## src/rtl/dram_rowbuf_core.sv

```systemverilog
module dram_rowbuf_core #(
  parameter int ROWS = 16,
  parameter int COLS = 8,
  parameter int DW = 16,
  parameter int LAT_OPEN = 6,
  parameter int LAT_WB = 3,
  parameter int LAT_COL = 1,
  parameter logic [DW-1:0] POISON = 16'hDEAD
) (
  input  logic clk,
  input  logic rst_n,
  input  logic cmd_valid,
  output logic cmd_ready,
  input  logic [1:0] cmd_op,
  input  logic [$clog2(ROWS)-1:0] cmd_row,
  input  logic [$clog2(COLS)-1:0] cmd_col,
  input  logic [DW-1:0] cmd_wdata,
  output logic rd_valid,
  output logic [DW-1:0] rd_data,
  output logic row_open,
  output logic [$clog2(ROWS)-1:0] open_row,
  output logic err_flag
);
  localparam int RAW = $clog2(ROWS);
  localparam int CAW = $clog2(COLS);
  localparam int RB = COLS * DW;
  localparam int LMAX0 = (LAT_OPEN > LAT_WB) ? LAT_OPEN : LAT_WB;
  localparam int LMAX = (LMAX0 > LAT_COL) ? LMAX0 : LAT_COL;
  localparam int LW = $clog2(LMAX + 1);
  localparam logic [1:0] OP_OPEN = 2'd0;
  localparam logic [1:0] OP_WB = 2'd1;
  localparam logic [1:0] OP_RD = 2'd2;
  localparam logic [1:0] OP_WR = 2'd3;

  logic [RB-1:0] mem [ROWS];
  logic [RB-1:0] buf_q;
  logic [LW-1:0] busy_q;
  logic [1:0] op_q;
  logic [CAW-1:0] col_q;
  logic [DW-1:0] wdata_q;
  logic [RAW-1:0] row_q;
  logic open_q, err_q, rdv_q;
  logic [DW-1:0] rdd_q;
  logic [LW-1:0] lat_sel;

  wire accept = cmd_valid && cmd_ready;
  wire illegal = (cmd_op == OP_OPEN) ? open_q : !open_q;
  wire start = accept && !illegal;
  wire finish = (busy_q == LW'(1));

  assign cmd_ready = (busy_q == '0);
  assign rd_valid = rdv_q;
  assign rd_data = rdd_q;
  assign row_open = open_q;
  assign open_row = row_q;
  assign err_flag = err_q;

  always_comb begin
    case (cmd_op)
      OP_OPEN: lat_sel = LW'(LAT_OPEN);
      OP_WB:   lat_sel = LW'(LAT_WB);
      default: lat_sel = LW'(LAT_COL);
    endcase
  end

  always_ff @(posedge clk) begin
    if (!rst_n) begin
      busy_q <= '0;
      op_q <= OP_OPEN;
      col_q <= '0;
      wdata_q <= '0;
      row_q <= '0;
      open_q <= 1'b0;
      err_q <= 1'b0;
      rdv_q <= 1'b0;
      rdd_q <= '0;
    end else begin
      rdv_q <= 1'b0;
      if (accept && illegal) err_q <= 1'b1;
      if (start) begin
        busy_q <= lat_sel;
        op_q <= cmd_op;
        col_q <= cmd_col;
        wdata_q <= cmd_wdata;
        if (cmd_op == OP_OPEN) row_q <= cmd_row;
      end else if (busy_q != '0) begin
        busy_q <= busy_q - LW'(1);
      end
      if (finish) begin
        case (op_q)
          OP_OPEN: open_q <= 1'b1;
          OP_WB:   open_q <= 1'b0;
          OP_RD: begin
            rdv_q <= 1'b1;
            rdd_q <= buf_q[col_q*DW +: DW];
          end
          default: ;
        endcase
      end
    end
  end

  always_ff @(posedge clk) begin
    if (rst_n && finish) begin
      case (op_q)
        OP_OPEN: begin
          buf_q <= mem[row_q];
          mem[row_q] <= {COLS{POISON}};
        end
        OP_WB: mem[row_q] <= buf_q;
        OP_WR: buf_q[col_q*DW +: DW] <= wdata_q;
        default: ;
      endcase
    end
  end

  assert_busy_after_open_R2: assert property (@(posedge clk) disable iff (!rst_n)
    (start && cmd_op == OP_OPEN) |=> !cmd_ready);
  assert_rd_pulse_R3: assert property (@(posedge clk) disable iff (!rst_n)
    rd_valid |=> !rd_valid);
  assert_wb_closes_R5: assert property (@(posedge clk) disable iff (!rst_n)
    (finish && op_q == OP_WB) |=> !row_open);
  assert_open_poison_R6: assert property (@(posedge clk) disable iff (!rst_n)
    (finish && op_q == OP_OPEN) |=> (mem[row_q] == {COLS{POISON}}));
  assert_illegal_ignored_R7: assert property (@(posedge clk) disable iff (!rst_n)
    (accept && illegal) |=> (cmd_ready && err_flag));
  assert_err_sticky_R7: assert property (@(posedge clk) disable iff (!rst_n)
    err_flag |=> err_flag);
  assert_second_open_R8: assert property (@(posedge clk) disable iff (!rst_n)
    (accept && cmd_op == OP_OPEN && row_open) |=> (open_row == $past(open_row) && row_open));
endmodule

```

## config.mk

```make
export PLATFORM = sky130hd
export DESIGN_NAME = dram_rowbuf_core
export DESIGN_NICKNAME = d
export VERILOG_FILES = /design/src/rtl/dram_rowbuf_core.sv
export SDC_FILE = /design/constraint.sdc
export NUM_CORES = 2
export LEC_CHECK = 0
export BUFFER_PORTS_ARGS = -buffer_cell sky130_fd_sc_hd__buf_2
export CORE_UTILIZATION = 46
export DETAILED_ROUTE_END_ITERATION = 6
export GPL_TIMING_DRIVEN = 0
export SETUP_SLACK_MARGIN = 0.3
export SYNTH_ARGS = -nofsm -noshare
export SYNTH_HDL_FRONTEND = slang
export SYNTH_SLANG_ARGS = --single-unit
```

## constraint.sdc

```tcl
create_clock -name clk -period 20.1 [get_ports clk]
set_input_delay 0 -clock clk [delete_from_list [all_inputs] [get_ports clk]]
set_output_delay 0 -clock clk [all_outputs]
set_load 0.005 [all_outputs]
```

==> impl_metrics.json <==
{
  "drt_pre_antenna_iters": 6,
  "seq_area_frac_synth_pct": 76.5,
  "setup-tns-final_ps": 0,
  "cap_violations": 1,
  "syn_avg_cell_area_um2": 20.3,
  "final_antenna_net_count": 0,
  "synth_top_area_share_pct": 75.3,
  "syn_nets": 4320,
  "gr-total-overflow": 0,
  "initial_core_util_pct": 46.2,
  "ir_worst_vdd_mv": 0.0862,
  "cts_root_buf": "clkbuf_16",
  "cts_tree": "done",
  "timing.critical_path.from_type": "flop",
  "dieArea_mm2": 0.190,
  "cts_buffer_depth": 3,
  "worstSetupPathType": "reg2reg",
  "track_usage_pct": 27.0,
  "wl_um": 257000,
  "crit_path_end_kind": "flop",
  "r2r_end": "buf_q[91]",
  "endpoint": "buf_q[91]",
  "area_delta_synth_final_pct": 16.4,
  "via_per_inst": 6.22,
  "setup_viol": 0,
  "hold_slack_ps": 84.1,
  "max_freq_mhz": 244,
  "synth_edf_count": 2176,
  "grt_pass1_wl_um": 358000,
  "rows": 159,
  "hp-class": "in2reg",
  "synth_cells": 4282,
  "violations": "capacitance limit, slew limit",
  "dr_total_vias": 46600,
  "reg2reg_from": "col_q[1]",
  "ys_types": 46,
  "final_nets": 4834,
  "period_minus_slack_ps": 4090,
  "dr.first_iter.drc_count": 6174,
  "ys_warn_count": 0,
  "finalWorstSetupSlack_ps": 16010,
  "insertion_delay_ps": 880,
  "async_flop_share_pct": 0,
  "maxSlewHeadroom_pct": -1.88,
  "place.port_buffers": 51,
  "antenna_found_initial": 32,
  "ctsHtreeMaxLevel": 4,
  "status": "finished with violations",
  "cts-buffers-inserted": 221,
  "core_mm2": 0.188,
  "grt_setup_unrepaired": "no",
  "yosys.cell_count.top_type": "edfxtp_1",
  "grt_pass1_vias": 44900,
  "ys.flop_type": "edfxtp_1",
  "die_h_um": 436,
  "drv_slew": 11,
  "power.density_mw_per_mm2": 100,
  "grt_start_max_net_pins": 26,
  "cts_sinks": 2227,
  "worst_pin_slew_ps": 1530,
  "path_clk_slew_ps": 70,
  "synth_area_leaders": "edfxtp_1, mux2i_1, mux4_2",
  "critPathLaunch": "col_q[1]",
  "finalClockSkew_ps": 33.3,
  "finalHoldViolCount": 0,
  "pre_cts_ws_ps": 16220,
  "synth_largest_area_cell": "edfxtp_1",
  "p_leak_uw": 0.0327,
  "synth_top_cells_by_count": "edfxtp_1, mux2i_1, mux4_2",
  "reg2reg_depth": 10,
  "synth-seq-cells": 2227,
  "die_w_um": 436,
  "drive_gt1_share_pct": 20.3,
  "gp_congestion": 0.908,
  "crit_required_ps": 20770,
  "syn_area_mm2": 0.0868,
  "route.detailed.drc": 0,
  "place_hpwl_um": 170000,
  "fin_crit_sh_pct": 20.4,
  "arrival_ps": 4760,
  "ff2ff_setup_slack_ps": 16010,
  "wl_per_cell_um": 34.4,
  "ios": 52,
  "cp_max_fo": 10
}
-- state kept, by name (all words and copies together) (netlist names), named ones only --
signal	cells
buf_q	128
busy_q	3
col_q	3
err_flag	1
mem	2048
op_q	2
open_row	4
rd_data	16
rd_valid	1
row_open	1
wdata_q	16
-- worst max-delay path, cell delays in order (launching register included) --
cell      delay, ps
dfxtp_1         310
buf_2           230
buf_1           590
inv_1           100
ha_1            230
ha_1            180
buf_2           190
nor2_1          340
nand4_1         860
clkbuf_1        540
o221ai_1        300
-- area by class of cell --
type                            count  area, um^2
Multi-Input combinational cell   1784       19000
Sequential cell                  2227       66400
Clock inverter                    125        1160
Antenna cell                       15        37.5
Timing Repair Buffer              291        3780
Buffer                            261        1580
Clock buffer                      286        5960
Tap cell                         2495        3120
Inverter                           10        37.5
Fill cell                       14400       86600
-- report_power, final --
part           total, uW  switching, uW  internal [uW]
registers           5250           84.5           5170
clock network       4090           1760           2330
logic                778            476            302
-- repair_timing --
action                    4_1_cts  5_1_grt
resized for setup               0        0
hold endpoints to repair       40        0
buffers inserted                0        0
hold buffers                   71        0
-- cell families (layout without fill, tap and decap cells) --
family,after synthesis,in the layout,share of synthesized area (%)
and+or+nand+nor,370,370,2.35
adders and majority gates,10,10,0.144
other,0,15,0
AOI/OAI and AO/OA,434,434,3.82
buffers and inverters,271,973,1.86
xor gates and xnor gates,1,1,0.0101
muxes,969,969,15.3
DFF,2227,2227,76.5
-- layout by cell type, fill, tap and decap left out, types with 6 or more instances in the layout --
cell / netlist / routed
mux4_2: 288 / 288
inv_1: 8 / 8
bufinv_16: 0 / 19
mux2i_1: 681 / 681
a32oi_1: 16 / 16
nor2_4: 0 / 12
ha_1: 10 / 10
nand3_1: 121 / 121
and2_1: 41 / 41
o221ai_1: 112 / 112
clkbuf_16: 0 / 227
buf_4: 34 / 37
nor2_1: 47 / 35
buf_12: 1 / 68
nor2b_1: 9 / 9
buf_2: 75 / 126
dfxtp_1: 51 / 51
clkbuf_8: 0 / 6
dlygate4sd3_1: 0 / 71
a22oi_1: 256 / 256
nand2b_1: 107 / 98
buf_6: 32 / 106
buf_8: 10 / 16
clkbuf_1: 98 / 147
nand2_1: 23 / 23
buf_1: 9 / 9
diode_2: 0 / 15
buf_16: 0 / 19
o21ai_1: 33 / 33
clkinv_2: 0 / 38
clkinv_1: 0 / 53
nand2b_2: 0 / 9
a21oi_2: 0 / 6
edfxtp_1: 2176 / 2176
-- worst min path at each step --
stage,from,endpoint,depth (start not counted)
detailed placement,cmd_wdata[0],wdata_q[0],3
finish,cmd_row[1],open_row[1],4
CTS,cmd_row[1],open_row[1],4
global route,cmd_col[2],col_q[2],4
global placement,cmd_wdata[14],wdata_q[14],3
floorplan,rst_n,busy_q[1],1
-- routing by layer --
layer | part of all wire (%) | routed length (um) | GRT usage [%] | vias up
li1 | - | - | - | 18800
met1 | 41 | 106000 | 38.9 | 24900
met2 | 46 | 118000 | 41.1 | 2470
met3 | 9.2 | 23700 | 5.06 | 408
met4 | 3.7 | 9490 | 9.92 | 8
met5 | 0.024 | 61 | 0 | -
-- metrics by stage --
step / total power (uW) / instances / util [%] / cell area, um^2
final: 10100 / 7494 / 53.8 / 101000
after global routing: 10400 / 7483 / 53.8 / 101000
after CTS: 10100 / 7479 / 53.8 / 101000
after detailed placement: 6090 / 6997 / 49.6 / 93100
after global placement: 6090 / 6828 / 48.0 / 90100
after floorplan: 5740 / 4282 / - / 86800
(Power assumes the default switching activity.)
